<file path="config.mk">
export PLATFORM = sky130hd
export DESIGN_NAME = bus_claim_fsm
export DESIGN_NICKNAME = d
export VERILOG_FILES = /design/src/rtl/bus_claim_pkg.sv /design/src/rtl/bus_claim_step.sv /design/src/rtl/bus_claim_drive.sv /design/src/rtl/bus_claim_fsm.sv
export SDC_FILE = /design/constraint.sdc
export NUM_CORES = 1
export LEC_CHECK = 0
export ABC_AREA = 0
export BUFFER_PORTS_ARGS = -buffer_cell sky130_fd_sc_hd__buf_2
export CAP_MARGIN = 30
export CORE_AREA = 3 3 40 42
export CTS_CLUSTER_SIZE = 24
export DETAILED_ROUTE_END_ITERATION = 12
export DIE_AREA = 0 0 43 45
export HOLD_SLACK_MARGIN = 0.08
export SLEW_MARGIN = 5
export SYNTH_ARGS = -nofsm -noshare
export SYNTH_HDL_FRONTEND = slang
export SYNTH_HIERARCHICAL = 1
export SYNTH_SLANG_ARGS = --single-unit
</file>
<file path="constraint.sdc">
create_clock -name clk -period 1.4 [get_ports clk]
set_clock_uncertainty 0.05 [all_clocks]
set_input_delay 0.07 -clock clk [delete_from_list [all_inputs] [get_ports clk]]
set_output_delay 0.07 -clock clk [all_outputs]
set_load 0.01 [all_outputs]
</file>
<file path="src/rtl/bus_claim_pkg.sv">
package bus_claim_pkg;

  typedef enum logic [2:0] {
    ST_IDLE    = 3'd0,
    ST_REQ     = 3'd1,
    ST_WAIT    = 3'd2,
    ST_OWN     = 3'd3,
    ST_RELEASE = 3'd4
  } claim_state_t;

  typedef struct packed {
    logic req;
    logic busy;
    logic oe;
    logic start;
  } claim_out_t;

  // Pin values for the state about to be entered; start marks the entry edge.
  function automatic claim_out_t pins_for(claim_state_t ns, claim_state_t cs,
                                          logic queued, logic early);
    claim_out_t o;
    o.req   = (ns == ST_REQ) || (ns == ST_WAIT) ||
              (early && (ns == ST_RELEASE) && queued);
    o.busy  = (ns == ST_OWN);
    o.oe    = (ns == ST_OWN) || (ns == ST_RELEASE);
    o.start = (ns == ST_OWN) && (cs != ST_OWN);
    return o;
  endfunction

endpackage

</file>
<file path="src/rtl/bus_claim_step.sv">
module bus_claim_step
  import bus_claim_pkg::*;
(
  input  claim_state_t cur,
  input  logic         xfer_req,
  input  logic         xfer_done,
  input  logic         grant,
  input  logic         busy_seen,
  output claim_state_t nxt,
  output logic         ev_take,
  output logic         ev_withdraw,
  output logic         ev_finish
);

  assign ev_take     = (cur == ST_WAIT) && grant && !busy_seen;
  assign ev_withdraw = (cur == ST_WAIT) && !grant;
  assign ev_finish   = (cur == ST_OWN) && xfer_done;

  always_comb begin
    nxt = cur;
    unique case (cur)
      ST_IDLE:    if (xfer_req) nxt = ST_REQ;
      ST_REQ:     if (grant) nxt = ST_WAIT;
      ST_WAIT: begin
        if (ev_withdraw)  nxt = ST_REQ;
        else if (ev_take) nxt = ST_OWN;
      end
      ST_OWN:     if (ev_finish) nxt = ST_RELEASE;
      ST_RELEASE: nxt = xfer_req ? ST_REQ : ST_IDLE;
      default:    nxt = ST_IDLE;
    endcase
  end

endmodule

</file>
<file path="src/rtl/bus_claim_drive.sv">
module bus_claim_drive
  import bus_claim_pkg::*;
#(
  parameter bit EARLY_REREQ = 1'b1
) (
  input  logic         clk,
  input  logic         rst_n,
  input  claim_state_t cs,
  input  claim_state_t ns,
  input  logic         queued,
  output logic         req_q,
  output logic         busy_q,
  output logic         oe_q,
  output logic         start_q
);

  claim_out_t pins_q;

  always_ff @(posedge clk or negedge rst_n) begin
    if (!rst_n) pins_q <= '0;
    else        pins_q <= pins_for(ns, cs, queued, EARLY_REREQ);
  end

  assign req_q   = pins_q.req;
  assign busy_q  = pins_q.busy;
  assign oe_q    = pins_q.oe;
  assign start_q = pins_q.start;

  assert_no_req_while_busy_R9: assert property (@(posedge clk) disable iff (!rst_n)
    !(req_q && busy_q));

  assert_busy_enabled_R9: assert property (@(posedge clk) disable iff (!rst_n)
    busy_q |-> oe_q);

  assert_release_low_R7: assert property (@(posedge clk) disable iff (!rst_n)
    $fell(busy_q) |-> (oe_q && !busy_q));

  assert_release_one_cycle_R7: assert property (@(posedge clk) disable iff (!rst_n)
    $fell(busy_q) |=> !oe_q);

endmodule

</file>
<file path="src/rtl/bus_claim_fsm.sv">
module bus_claim_fsm
  import bus_claim_pkg::*;
#(
  parameter bit EARLY_REREQ = 1'b1
) (
  input  logic clk,
  input  logic rst_n,
  input  logic xfer_req_i,
  input  logic xfer_done_i,
  output logic xfer_start_o,
  output logic bus_req_o,
  input  logic bus_grant_i,
  input  logic busy_in_i,
  output logic busy_out_o,
  output logic busy_oe_o
);

  claim_state_t state_q, state_d;
  logic ev_take, ev_withdraw, ev_finish;

  bus_claim_step u_step (
    .cur        (state_q),
    .xfer_req   (xfer_req_i),
    .xfer_done  (xfer_done_i),
    .grant      (bus_grant_i),
    .busy_seen  (busy_in_i),
    .nxt        (state_d),
    .ev_take    (ev_take),
    .ev_withdraw(ev_withdraw),
    .ev_finish  (ev_finish)
  );

  always_ff @(posedge clk or negedge rst_n) begin
    if (!rst_n) state_q <= ST_IDLE;
    else        state_q <= state_d;
  end

  bus_claim_drive #(.EARLY_REREQ(EARLY_REREQ)) u_drive (
    .clk    (clk),
    .rst_n  (rst_n),
    .cs     (state_q),
    .ns     (state_d),
    .queued (xfer_req_i),
    .req_q  (bus_req_o),
    .busy_q (busy_out_o),
    .oe_q   (busy_oe_o),
    .start_q(xfer_start_o)
  );

  assert_take_needs_free_bus_R4: assert property (@(posedge clk) disable iff (!rst_n)
    $rose(busy_out_o) |-> $past(bus_grant_i && !busy_in_i));

  assert_take_pulses_start_R4: assert property (@(posedge clk) disable iff (!rst_n)
    $rose(busy_out_o) |-> xfer_start_o);

  assert_start_single_R4: assert property (@(posedge clk) disable iff (!rst_n)
    xfer_start_o |=> !xfer_start_o);

  assert_withdraw_requeue_R5: assert property (@(posedge clk) disable iff (!rst_n)
    ev_withdraw |=> (bus_req_o && !busy_oe_o));

  assert_hold_until_done_R6: assert property (@(posedge clk) disable iff (!rst_n)
    (busy_out_o && !xfer_done_i) |=> busy_out_o);

  assert_finish_releases_R7: assert property (@(posedge clk) disable iff (!rst_n)
    ev_finish |=> (!busy_out_o && busy_oe_o));

  assert_take_drives_R4: assert property (@(posedge clk) disable iff (!rst_n)
    ev_take |=> (busy_out_o && !bus_req_o));

endmodule

</file>
-- Word-level counts from Yosys, hierarchy flattened
Index checks and enable logic that the tools add are counted.
- reduce and logical (&&, ||, !) cells: 12
- mux-type cells: 7
- eq/ne operators: 9
- operator list (kind ; number):
    2-to-1 mux 3 bit ; 5
    case mux 3 bit (5 select lines) ; 1
    == test 3 x 2 -> 1 bit, second input constant ; 4
    == test 3 x 1 -> 1 bit, second input constant ; 2
    == test 3 bit, second input constant ; 2
    logical AND 1 bit ; 6
    logical NOT 3 bit ; 1
    logical OR 1 bit ; 3
    != test 3 x 2 -> 1 bit, second input constant ; 1
    logical NOT 1 bit ; 2
    2-to-1 mux 1 bit ; 1
- word-level logic and storage cells: 33
- bits in registers: 7
- output and inout port bits: 4
- input bits: 6

-- Longest topological paths before layout
- depth after elaboration: 9
- gate-level depth with buffers: 6
- depth with buffers taken out: 5

-- Cells and area by module
Netlist, hierarchy kept.
- modules (own cells, without submodules) (module ; sequential area each (µm²) ; cells an instance ; area an instance (µm²) ; instances):
    bus_claim_drive ; 100.1 ; 12 ; 155.1 ; 1
    bus_claim_step ; 0.0 ; 16 ; 101.3 ; 1
    bus_claim_fsm ; 75.1 ; 3 ; 75.1 ; 1

-- Least setup slack after synthesis
No wires, ideal clock.
- path type: flip-flop to flip-flop
- from: register state_q[0]
- to: register u_drive.pins_q, in the netlist u_drive/oe_q
- stages on the path, launching flop included: 7
- arrival: 1251 ps
- setup time: 118 ps
- buffers on the path: 1
- path slack: -19 ps
- clock period less this slack: 1419 ps
- data required time: 1232 ps
- cells stage by stage: dfrtp_1 buf_2 nand3b_1 nand3b_1 o21ai_0 and3b_1 a21o_1
- longest elaborated chain between the ends: 8
- elaborated cells between the ends (all ways): 18
- those cells by class: 6 x eq/ne; 6 x mux; 6 x reduce/logical
- ends and longest elaborated chain (what ; line ; RTL):
    from (decl) ; bus_claim_fsm.sv:18 ; claim_state_t state_q, state_d;
    from (signal assigned) ; bus_claim_fsm.sv:35 ; else state_q <= state_d;
    == test 3 x 2 -> 1 bit ; bus_claim_step.sv:15, bus_claim_step.sv:16, bus_claim_step.sv:21 ;
    logical AND 1 bit (2 in series) ; bus_claim_step.sv:15 ; assign ev_take = (cur == ST_WAIT) && grant && !busy_seen;
    2-to-1 mux 3 bit ; bus_claim_step.sv:26 ; else if (ev_take) nxt = ST_OWN;
    2-to-1 mux 3 bit ; bus_claim_step.sv:25 ; if (ev_withdraw) nxt = ST_REQ;
    case mux 3 bit (5 select lines) * ; bus_claim_step.sv:21 ; unique case (cur)
    named net state_d[0] ; bus_claim_fsm.sv:18 ;
    == test 3 x 2 -> 1 bit or == test 3 bit (tied branches) ; bus_claim_pkg.sv:25 ; o.oe = (ns == ST_OWN) || (ns == ST_RELEASE);
    logical OR 1 bit * ; bus_claim_pkg.sv:25 ;
    to (signal assigned) ; bus_claim_drive.sv:21 ; else pins_q <= pins_for(ns, cs, queued, EARLY_REREQ);
    to (decl) ; bus_claim_drive.sv:17 ; claim_out_t pins_q;
The timed path passes the listed nets; every way through them passes the cells marked *.

-- Final worst setup path
- from: register state_q[2]
- to: register u_drive.pins_q, in the netlist u_drive/start_q
- longest elaborated chain between the ends: 8
- elaborated cells between the ends (all ways): 18
- those cells by class: 6 x eq/ne; 6 x mux; 6 x reduce/logical
- ends and longest elaborated chain (what ; line ; RTL):
    == test 3 x 2 -> 1 bit ; bus_claim_step.sv:15, bus_claim_step.sv:16, bus_claim_step.sv:21 ;
    logical AND 1 bit (2 in series) ; bus_claim_step.sv:15 ;
    2-to-1 mux 3 bit ; bus_claim_step.sv:26 ;
    2-to-1 mux 3 bit ; bus_claim_step.sv:25 ;
    case mux 3 bit (5 select lines) * ; bus_claim_step.sv:21 ;
    named net state_d[0] ; bus_claim_fsm.sv:18 ;
    == test 3 x 2 -> 1 bit * ; bus_claim_pkg.sv:26 ; o.start = (ns == ST_OWN) && (cs != ST_OWN);
    logical AND 1 bit * ; bus_claim_pkg.sv:26 ;
Marked as above.

==> summary.txt <==
Placed design
  – RePlAce Congestion: 0.7608
  – Detail Placement HPWL: 452.8 um
  – Placed Area: a little under 400 um2
  – Buffers on Ports: 9

Clock network
  – CTS tree: yes
  – Cts bufs inserted: 3
  – Root buffer cell: clkbuf_4
  – H-tree levels: 1
  – Longest Clk Path Bufs: 2
  – Clock Sinks: 7
  – Worst-path clk slew: around 0.050 ns
  – Clk_lat worst skew: between 0.2 and 0.3 ns

Status
  – Status: completed

Pwr
  – Power Internal: about 650 uW
  – Comb power frac: 0.460
  – Sw frac: 0.3499
  – Final total power: between 900 and 1000 uW
  – Psw: roughly 350 uW
  – Max VDD drop: slightly above 0.8 mV
  – Flop pwr share: 0.357
  – Clk pwr share: 0.184
  – Power per Cell Area: 2157 nW/um2
  – Leakage power: 0.0002261 uW

Timing
  – Final Hold Viols: 0
  – Worst Max-Slew Pin Slew: 0.1664 ns
  – Min Hold Slack: 0.1281 ns
  – Crit path time final: roughly 1.3 ns
  – Final period util: 0.9531
  – Setup-failing EPs final: 0
  – Pins over their slew limit: 0
  – Max frequency: approximately 750 MHz
  – Slew headroom: 0.8859
  – Final setup TNS: 0 ns
  – RSZ-0062 raised after global routing: yes

Critical path
  – CP Capture Type: flip-flop
  – Arrival time worst endpoint: approximately 1.5 ns
  – Largest stage delay on the critical path: roughly 0.43 ns
  – Reg2reg start: state_q[2]$_DFF_PN0_
  – Levels on crit path: 5
  – Reg-to-reg slack, setup: ~0.066 ns
  – Critical Path RT: around 1.5 ns
  – Critical path, cell by cell: nand2b_4 -> nand3b_1 -> o21ai_2 -> and3b_2 -> o21a_1
  – Reg2Reg Capture Point: u_drive/start_q$_DFF_PN0_
  – Crit path max-delay family: simple AND/OR/NAND/NOR gates
  – Slowest CP cell: dfrtp_2
  – Critical Path Source Type: flip-flop
  – Critical Path Fanout Max: 4
  – Setup CP Type: flip-flop to flip-flop
  – FF-to-FF path depth: 5
  – WP buf/inv: 0

GRT
  – Met2 usage: 0.1168
  – Grt total ovfl: 0
  – Most crowded layer after global routing: met2
  – Gr usage total: 0.08425
  – Met1 Track Usage GR: 0.08479
  – GR Layer Usage met3: 0.07171
  – Initial antenna violation count: 0
  – Vias in the first global route: roughly 260
  – Largest net degree at the start of global routing: 8
  – Global-route wire length before repair: between 1000 and 1500 um

Die
  – Die ar.: between 1500 and 2000 um2
  – Number of core rows: 13
  – Core area: 1285 um2
  – Chip Width: 43 um
  – Die H: roughly 45 um
  – Initial core utilization: 0.2395
  – I/O Pins: 10

Logic synthesis
  – Synth warn: 6
  – Syn avg cell area: around 11 um2
  – Mapped cell area: slightly above 300 um2
  – Post-Synthesis Cells: 28
  – Syn_nets: 34

Hold path
  – Worst hold path type: primary input to async pin

Drt
  – # DRC: 0
  – Vias per inst: 4.267
  – Vias: about 260
  – WL/cell: about 11 um
  – Number of nets still failing antenna checks after routing: 0
  – DR iter-0 viols: 1
  – First drt pass iteration count: 2
  – DRT Wirelength: around 630 um

Flow run
  – Max cap viols: 0

Cells and area
  – Multi-input gate area: roughly 150 um2
  – Core Util, Final: 0.3583
  – Commonest non-fill, non-tap cell in the layout: buf_2
  – Number of diodes: 0
  – Area growth, synth to finish: 49.59%
  – Fill count: ~130
  – Share of cells above drive strength 1: 0.5111
  – Final instance area: about 460 um2
  – Register area: ~180 um2
  – Nets: 52
  – Commonest non-fill, non-tap cells in the layout: buf_2, buf_4, dfrtp_1
-- layer usage --
layer	wire length [um]	share of wire	vias to the layer above
met5	0	0	-
met4	0	0	0
met3	54	0.085	0
met2	331	0.52	7
met1	245	0.39	121
li1	-	-	128
-- area by class of cell --
class,instances,share of cell area
multi-input combinational,20,0.3288
tap,15,0.04076
timing repair buffer,14,0.1848
sequential,7,0.3886
clock buffer,4,0.05707
-- through the flow --
step | worst slack [ns] | instances
global placement | 0.01078 | 54
global route | -0.01739 | 60
CTS | 0.004602 | 59
detailed placement | 0.004613 | 54
finish | 0.06559 | 60
floorplan | 0.03158 | 28
-- state kept, by name, summed over array words and instances (netlist names) --
| register | count |
|---|---|
| u_drive/req_q | 1 |
| u_drive/oe_q | 1 |
| u_drive/start_q | 1 |
| u_drive/busy_q | 1 |
| state_q | 3 |
-- worst max-delay path by stage --
stage	startpoint	to	slack, ns
floorplan	state_q[0]$_DFF_PN0_	u_drive/start_q$_DFF_PN0_	0.03
global placement	state_q[2]$_DFF_PN0_	u_drive/start_q$_DFF_PN0_	0.01
detailed placement	state_q[0]$_DFF_PN0_	u_drive/start_q$_DFF_PN0_	0.005
CTS	state_q[1]$_DFF_PN0_	u_drive/start_q$_DFF_PN0_	0.005
global route	state_q[0]$_DFF_PN0_	u_drive/start_q$_DFF_PN0_	-0.02
finish	state_q[2]$_DFF_PN0_	u_drive/start_q$_DFF_PN0_	0.07
-- worst reg2reg max path: stages (launching register included) --
cell	delay [ns]
dfrtp_2	0.43
nand2b_4	0.15
nand3b_1	0.17
o21ai_2	0.11
and3b_2	0.25
o21a_1	0.12
-- timing repair --
action	CTS	global route
hold endpoints to repair	7	0
setup endpoints to repair	1	3
hold buffers	1	0
buffers inserted	0	2
resized for setup	2	6
pin swaps	0	4
-- power groups by stage --
stage | sequential [uW] | combinational (uW) | clock [uW]
finish | 354 | 457 | 182
global route | 370 | 504 | 213
CTS | 343 | 398 | 195
detailed placement | 344 | 381 | 0
global placement | 342 | 372 | 0
floorplan | 347 | 234 | 0
(Power assumes the default switching activity.)
